<file path="src/rtl/usb_cfg_pkg.sv">
package usb_cfg_pkg;

  typedef struct packed {
    logic       fifo_en;
    logic       dir_in;
    logic       dbl_buf;
    logic       iso;
    logic [3:0] size;
  } ep_cfg_t;

  typedef enum logic [2:0] {
    CMD_NONE,
    CMD_EP_WR,
    CMD_EP_RD,
    CMD_ADR_WR,
    CMD_ADR_RD,
    CMD_BAD
  } cmd_kind_e;

endpackage

</file>
<file path="src/rtl/usb_cmd_decode.sv">
module usb_cmd_decode
  import usb_cfg_pkg::*;
#(
  parameter int         NUM_EP     = 16,
  parameter logic [7:0] EP_WR_BASE = 8'h20,
  parameter logic [7:0] EP_RD_BASE = 8'h30,
  parameter logic [7:0] ADR_WR     = 8'hB6,
  parameter logic [7:0] ADR_RD     = 8'hB7,
  localparam int        IDX_W      = (NUM_EP > 1) ? $clog2(NUM_EP) : 1
) (
  input  logic             cmd_valid,
  input  logic [7:0]       cmd_code,
  output cmd_kind_e        kind,
  output logic [IDX_W-1:0] ep_idx
);

  function automatic logic in_window(input logic [7:0] c, input logic [7:0] b);
    return (int'(c) >= int'(b)) && (int'(c) < int'(b) + NUM_EP);
  endfunction

  always_comb begin
    kind   = CMD_NONE;
    ep_idx = '0;
    if (cmd_valid) begin
      if (in_window(cmd_code, EP_WR_BASE)) begin
        kind   = CMD_EP_WR;
        ep_idx = IDX_W'(cmd_code - EP_WR_BASE);
      end else if (in_window(cmd_code, EP_RD_BASE)) begin
        kind   = CMD_EP_RD;
        ep_idx = IDX_W'(cmd_code - EP_RD_BASE);
      end else if (cmd_code == ADR_WR) begin
        kind = CMD_ADR_WR;
      end else if (cmd_code == ADR_RD) begin
        kind = CMD_ADR_RD;
      end else begin
        kind = CMD_BAD;
      end
    end
  end

endmodule

</file>
<file path="src/rtl/usb_ep_cfg_bank.sv">
module usb_ep_cfg_bank
  import usb_cfg_pkg::*;
#(
  parameter int  NUM_EP = 16,
  localparam int IDX_W  = (NUM_EP > 1) ? $clog2(NUM_EP) : 1,
  localparam int CFG_W  = $bits(ep_cfg_t)
) (
  input  logic                  clk,
  input  logic                  rst_n,
  input  logic                  wr_en,
  input  logic [IDX_W-1:0]      wr_idx,
  input  ep_cfg_t               wr_data,
  input  logic [IDX_W-1:0]      rd_idx,
  output ep_cfg_t               rd_data,
  output logic [NUM_EP*CFG_W-1:0] cfg_flat,
  output logic                  flush
);

  ep_cfg_t     cfg_q [NUM_EP];
  logic [NUM_EP-1:0] alloc_chg;
  logic        flush_d, flush_q;

  for (genvar g = 0; g < NUM_EP; g++) begin : g_slot
    logic    hit;
    ep_cfg_t cfg_d;

    assign hit = wr_en && (wr_idx == IDX_W'(g));

    always_comb begin
      cfg_d = cfg_q[g];
      if (hit) cfg_d = wr_data;
    end

    always_ff @(posedge clk or negedge rst_n) begin
      if (!rst_n) cfg_q[g] <= '0;
      else        cfg_q[g] <= cfg_d;
    end

    assign alloc_chg[g] = hit &&
                          ((wr_data.fifo_en != cfg_q[g].fifo_en) ||
                           (wr_data.size    != cfg_q[g].size));

    assign cfg_flat[g*CFG_W +: CFG_W] = cfg_q[g];
  end

  assign flush_d = |alloc_chg;

  always_ff @(posedge clk or negedge rst_n) begin
    if (!rst_n) flush_q <= 1'b0;
    else        flush_q <= flush_d;
  end

  assign rd_data = cfg_q[rd_idx];
  assign flush   = flush_q;

endmodule

</file>
<file path="src/rtl/usb_addr_ctrl.sv">
module usb_addr_ctrl #(
  parameter int ADDR_W = 7
) (
  input  logic              clk,
  input  logic              rst_n,
  input  logic              wr_en,
  input  logic [ADDR_W:0]   wr_data,
  input  logic              status_ack,
  input  logic              bus_reset,
  output logic [ADDR_W:0]   shadow,
  output logic              pending,
  output logic [ADDR_W-1:0] active_addr,
  output logic              active_en
);

  logic [ADDR_W:0]   shadow_d, shadow_q;
  logic              pend_d, pend_q;
  logic [ADDR_W-1:0] addr_d, addr_q;
  logic              en_d, en_q;

  always_comb begin
    shadow_d = shadow_q;
    if (wr_en) shadow_d = wr_data;

    pend_d = pend_q;
    if (wr_en)           pend_d = 1'b1;
    else if (bus_reset)  pend_d = 1'b0;
    else if (status_ack) pend_d = 1'b0;

    addr_d = addr_q;
    en_d   = en_q;
    if (bus_reset) begin
      addr_d = '0;
      en_d   = 1'b1;
    end else if (status_ack && pend_q) begin
      addr_d = shadow_q[ADDR_W-1:0];
      en_d   = shadow_q[ADDR_W];
    end
  end

  always_ff @(posedge clk or negedge rst_n) begin
    if (!rst_n) begin
      shadow_q <= '0;
      pend_q   <= 1'b0;
      addr_q   <= '0;
      en_q     <= 1'b0;
    end else begin
      shadow_q <= shadow_d;
      pend_q   <= pend_d;
      addr_q   <= addr_d;
      en_q     <= en_d;
    end
  end

  assign shadow      = shadow_q;
  assign pending     = pend_q;
  assign active_addr = addr_q;
  assign active_en   = en_q;

endmodule

</file>
<file path="src/rtl/usb_cfg_regfile.sv">
module usb_cfg_regfile
  import usb_cfg_pkg::*;
#(
  parameter int         NUM_EP     = 16,
  parameter int         ADDR_W     = 7,
  parameter logic [7:0] EP_WR_BASE = 8'h20,
  parameter logic [7:0] EP_RD_BASE = 8'h30,
  parameter logic [7:0] ADR_WR     = 8'hB6,
  parameter logic [7:0] ADR_RD     = 8'hB7,
  localparam int        IDX_W      = (NUM_EP > 1) ? $clog2(NUM_EP) : 1,
  localparam int        CFG_W      = $bits(ep_cfg_t)
) (
  input  logic                    clk,
  input  logic                    rst_n,
  input  logic                    cmd_valid,
  input  logic [7:0]              cmd_code,
  input  logic [7:0]              cmd_wdata,
  output logic [7:0]              cmd_rdata,
  input  logic                    status_ack,
  input  logic                    bus_reset,
  output logic [ADDR_W-1:0]       dev_addr,
  output logic                    dev_en,
  output logic [NUM_EP*CFG_W-1:0] ep_cfg_flat,
  output logic                    fifo_flush
);

  cmd_kind_e        kind;
  logic [IDX_W-1:0] ep_idx;
  ep_cfg_t          ep_rd;
  logic [ADDR_W:0]  addr_shadow;
  logic             addr_pending;
  logic [7:0]       rdata_d, rdata_q;

  usb_cmd_decode #(
    .NUM_EP    (NUM_EP),
    .EP_WR_BASE(EP_WR_BASE),
    .EP_RD_BASE(EP_RD_BASE),
    .ADR_WR    (ADR_WR),
    .ADR_RD    (ADR_RD)
  ) u_dec (
    .cmd_valid(cmd_valid),
    .cmd_code (cmd_code),
    .kind     (kind),
    .ep_idx   (ep_idx)
  );

  usb_ep_cfg_bank #(
    .NUM_EP(NUM_EP)
  ) u_bank (
    .clk     (clk),
    .rst_n   (rst_n),
    .wr_en   (kind == CMD_EP_WR),
    .wr_idx  (ep_idx),
    .wr_data (ep_cfg_t'(cmd_wdata)),
    .rd_idx  (ep_idx),
    .rd_data (ep_rd),
    .cfg_flat(ep_cfg_flat),
    .flush   (fifo_flush)
  );

  usb_addr_ctrl #(
    .ADDR_W(ADDR_W)
  ) u_addr (
    .clk        (clk),
    .rst_n      (rst_n),
    .wr_en      (kind == CMD_ADR_WR),
    .wr_data    (cmd_wdata[ADDR_W:0]),
    .status_ack (status_ack),
    .bus_reset  (bus_reset),
    .shadow     (addr_shadow),
    .pending    (addr_pending),
    .active_addr(dev_addr),
    .active_en  (dev_en)
  );

  always_comb begin
    rdata_d = rdata_q;
    case (kind)
      CMD_EP_RD:  rdata_d = 8'(ep_rd);
      CMD_ADR_RD: rdata_d = 8'(addr_shadow);
      CMD_BAD:    rdata_d = '0;
      default:    rdata_d = rdata_q;
    endcase
  end

  always_ff @(posedge clk or negedge rst_n) begin
    if (!rst_n) rdata_q <= '0;
    else        rdata_q <= rdata_d;
  end

  assign cmd_rdata = rdata_q;

endmodule

</file>
<file path="config.mk">
export PLATFORM = sky130hd
export DESIGN_NAME = usb_cfg_regfile
export DESIGN_NICKNAME = d
export VERILOG_FILES = /design/src/rtl/usb_cfg_pkg.sv /design/src/rtl/usb_cmd_decode.sv /design/src/rtl/usb_ep_cfg_bank.sv /design/src/rtl/usb_addr_ctrl.sv /design/src/rtl/usb_cfg_regfile.sv
export SDC_FILE = /design/constraint.sdc
export NUM_CORES = 1
export LEC_CHECK = 0
export ABC_AREA = 1
export BUFFER_PORTS_ARGS = -buffer_cell sky130_fd_sc_hd__buf_2
export CORE_UTILIZATION = 51
export DETAILED_ROUTE_END_ITERATION = 10
export MAX_ROUTING_LAYER = met4
export PLACE_DENSITY_LB_ADDON = 0.2
export SYNTH_ARGS = -nofsm -noshare
export SYNTH_HDL_FRONTEND = slang
export SYNTH_HIERARCHICAL = 1
export SYNTH_SLANG_ARGS = --single-unit
export TNS_END_PERCENT = 100
</file>
<file path="constraint.sdc">
create_clock -name clk -period 1 [get_ports clk]
set_input_delay 0.05 -clock clk [delete_from_list [all_inputs] [get_ports clk]]
set_output_delay 0.05 -clock clk [all_outputs]
set_load 0.1 [all_outputs]
</file>
==> metrics.yaml, run 1 <==
syn-num-nets: 1227
stop_stage: "clock tree synthesis"
netlist_top_cells_area: "dfrtp_1, nand2_1, o21ai_0"
die_h_um: 132.2
synth_warnings: 6
yosysTopAreaCell: "dfrtp_1"
firstError: "[ERROR DPL-0033] detailed placement checks failed during check placement."
synthCells: 1206
yosysTopAreaCellShare_pct: 44.57
clock-root-buffer: "clkbuf_16"
postCtsHoldBufs: 2
syn-cell-area_um2: 8647
die_x_um: 132.2
cts_buffer_depth: 2
portBuffers: 165
cts.sinks: 154
postPlaceCellArea_um2: 14110
cts_resized: 352
ys_seq_area_share_pct: 44.57
status: "aborted with a tool error"
ioPinCount: 166
avgSynthCellArea_um2: 7.170
cts_max_level: 4
start_util_pct: 52.14
post_cts_buffers: 62
gp_congestion: 1.005
ys_seq_elements: 154
yosysUniqueCellTypes: 28
cts_buffers: 17
hpwl_um: 27060
rows: 47
==> synth_stat cells <==
library cell,n
buf_8,1
o221ai_1,12
a21oi_2,1
nor3_1,4
nor2_4,7
buf_1,1
nand3_1,44
o22ai_1,2
nor2_1,73
clkinv_1,3
clkbuf_1,20
o211ai_1,4
nand2_4,4
buf_2,35
inv_1,123
buf_6,1
a21oi_1,72
nor2_2,13
buf_4,4
xor2_1,15
o21ai_0,182
nand3_2,2
nand2_1,391
xnor2_1,16
inv_2,9
nand2_2,4
dfrtp_1,154
o21ai_1,9
==> through the flow <==
step / instances / setup TNS, ns / setup WS, ns
after floorplan: 1206 / -84.81 / -0.6562
after global placement: 1780 / -120.37 / -1.094
after detailed placement: 1780 / -132.70 / -1.144
==> cell families after synthesis <==
group           after synthesis  synth area share [%]
compound gates              282                 17.03
xor+xnor                     31                 3.140
flops                       154                 44.57
buf+inv                     197                 9.449
simple gates                542                 25.81
==> run 2, diff against run 1 <==
--- a/config.mk
+++ b/config.mk
@@ -7,10 +7,9 @@
 export LEC_CHECK = 0
 export ABC_AREA = 1
 export BUFFER_PORTS_ARGS = -buffer_cell sky130_fd_sc_hd__buf_2
-export CORE_UTILIZATION = 51
+export CORE_UTILIZATION = 38
 export DETAILED_ROUTE_END_ITERATION = 10
-export MAX_ROUTING_LAYER = met4
-export PLACE_DENSITY_LB_ADDON = 0.2
+export PLACE_DENSITY_LB_ADDON = 0.15
 export SYNTH_ARGS = -nofsm -noshare
 export SYNTH_HDL_FRONTEND = slang
 export SYNTH_HIERARCHICAL = 1
==> constraint.sdc (replaced) <==
create_clock -name clk -period 1.3 [get_ports clk]
set_input_delay 0.065 -clock clk [delete_from_list [all_inputs] [get_ports clk]]
set_output_delay 0.065 -clock clk [all_outputs]
set_load 0.1 [all_outputs]
==> metrics.yaml, run 2 <==
gr-usage-all-layers_pct: 30.10
netlist_top_cells_area: "dfrtp_1, nand2_1, o21ai_0"  # unchanged
die_h_um: 152.9  # was 132.2 µm
pre_cts_slack_ns: -0.8909  # was -1.144 ns
cts_buffer_depth: 2  # unchanged
slew_viol_final: 0
wl_um: 36410
cts.sinks: 154  # unchanged
tightest_slew_ns: 0.5691
drt-initial-drc-count: 1044
end_kind: "flop"
synth-main-ff-cell: "dfrtp_1"  # unchanged
syn-cell-area_um2: 8647  # unchanged
power_density_nw_per_um2: 1162
max_cap_violations: 0
yosysUniqueCellTypes: 28  # unchanged
hold_depth: 4
avgSynthCellArea_um2: 7.170  # unchanged
finalWorstPathRequiredPeriod_ns: 1.585
finalHoldViolations: 0
violations: "negative setup slack"
synthCells: 1206  # unchanged
final_cell_mix: "nand2_1, buf_4, inv_1"
setup_viol: 125
ant_nets: 0
via_per_inst: 5.180
ys_seq_elements: 154  # unchanged
cts_max_level: 4  # unchanged
grt_pass1_wl_um: 52440
clock-root-buffer: "clkbuf_16"  # unchanged
crit_type: "in -> reg"
yosysTopAreaCell: "dfrtp_1"  # unchanged
rsz0062_at_grt: "yes"
cp.required_ns: 1.67
slew-limit-headroom_pct: 62.02
ys_seq_area_share_pct: 44.57  # unchanged
timing.hold.ws_ns: 0.01320
critPathArrivalTime_ns: 1.95
yosysTopAreaCellShare_pct: 44.57  # unchanged
hp-class: "in -> reg"
synth_warnings: 6  # unchanged
n_antenna_cell: 0
p_total_uw: 16290
gp_congestion: 0.9564  # was 1.005
status: "complete, but fails checks"  # was aborted with a tool error
fp.coreArea_um2: 22090
async_flop_share_pct: 100.0  # unchanged
drive_above_1_share_pct: 44.76
drc: 0
portBuffers: 165  # unchanged
fin_crit_sh_pct: 121.9
gr-total-overflow: 0
cts_tree: "built"
start_kind: "primary input"
fin_nets: 1603
antenna_found_initial: 0
first_global_vias: 8987
peakVddDrop_mv: 0.8006
dieArea_um2: 23360
rows: 54  # was 47
reg2reg_depth: 10
area_delta_synth_final_pct: 62.12
die_x_um: 152.9  # was 132.2 µm
synthTopCellsByCount: "nand2_1, o21ai_0, dfrtp_1, inv_1, nor2_1"  # unchanged
setup_ws_ns: -0.2851
fmax_ghz: 0.6309
avgRoutedWirePerCell_um: 19.42
finClkSkew_ns: 0.01143
leakagePower_uw: 0.006849
layout_commonest_cell: "nand2_1"
clkTransAtPathRegs_ns: 0.07
grt_max_degree: 55
dr.pass1.iters: 6
start_util_pct: 39.14  # was 52.14%
vias: 9713
largest_reg_flops: 128
ioPinCount: 166  # unchanged
hpwl_um: 25240  # was 27060 µm
yosysMostFrequentCell: "nand2_1"  # unchanged
cts_buffers: 17  # unchanged
synth_edf_count: 0  # unchanged
clk_latency_ns: 0.43
syn-num-nets: 1227  # unchanged
crit_path_max_fanout: 14
run 2: stage by stage:
stage | util, % | instance area (µm²) | cells | TNS [ns]
after detailed placement | 53.66 | 11860 | 1803 | -81.96
final | 63.45 | 14020 | 1875 | -11.70
after global routing | 63.45 | 14020 | 1875 | -23.06
after global placement | 53.66 | 11860 | 1803 | -81.14
after CTS | 59.48 | 13140 | 1852 | -2.118
after floorplan | - | 8977 | 1206 | -43.36
run 2: final cells by class:
cell class | count | area, µm²
Clock buffer | 21 | 470.5
Sequential cell | 154 | 3974
Clock inverter | 11 | 111.4
Timing Repair Buffer | 419 | 4051
Tap cell | 280 | 350.3
Fill cell | 1946 | 8075
Multi-Input combinational cell | 855 | 4531
Inverter | 135 | 530.5
run 2: cells by family (layout without fill, tap and decap cells):
family                 Yosys count  count (layout)  synth area share (%)
AND/OR/NAND/NOR                542             542                 25.81
buffers and inverters          197             586                 9.449
flip-flops                     154             154                 44.57
AO/OA/AOI/OAI                  282             282                 17.03
XOR/XNOR                        31              31                 3.140
run 2: final timing paths:
path	start	endpoint	slack, ns
setup / recovery	cmd_code[7]	cmd_rdata[7]	-0.29
hold / removal	bus_reset	u_addr/active_addr[2]	0.01
setup reg to reg	u_bank/cfg_flat[12]	cmd_rdata[4]	-0.25
hold reg to reg	u_addr/active_en	u_addr/active_en	0.48
max in group asynchronous	rst_n	u_bank/cfg_flat[61]	0.79
min in group asynchronous	rst_n	u_bank/cfg_flat[74]	0.20
run 2: routing by layer:
metal / part of all wire [%] / up-vias / global-route usage (%)
met1: 43 / 4629 / 40.00
met4: 3.3 / 0 / 9.812
li1: - / 4602 / -
met5: 0 / - / 0
met2: 47 / 409 / 50.44
met3: 6.5 / 73 / 4.338
run 2: report_power, final:
group          switching (µW)  total (µW)  internal (µW)  leakage [µW]
clock                    2210        5040           2820      0.000286
combinational            4150        5700           1550       0.00496
sequential                342        5560           5220       0.00160
total                    6700       16300           9590       0.00685
run 2: worst max-delay path, stage by stage:
cell and delay, ns:
buf_6 0.10, nor2_4 0.12, nand2_4 0.07, buf_6 0.13
nor2_4 0.10, buf_12 0.14, clkinvlp_4 0.28, o21ai_0 0.40
nor2_1 0.09, o22ai_1 0.19, nand2_1 0.07, nand2_1 0.07
nand2_1 0.05, nand2_1 0.06
run 2: repair_timing:
action                                  CTS  global route
endpoints found under the setup margin  239           165
gates cloned                              4             9
endpoints found under the hold margin   156             0
pin swaps                                32            36
hold buffers                              3             0
gates resized for setup                 186           239
buffers inserted                         10            16
No activity file was read; power rests on OpenSTA's default activity.
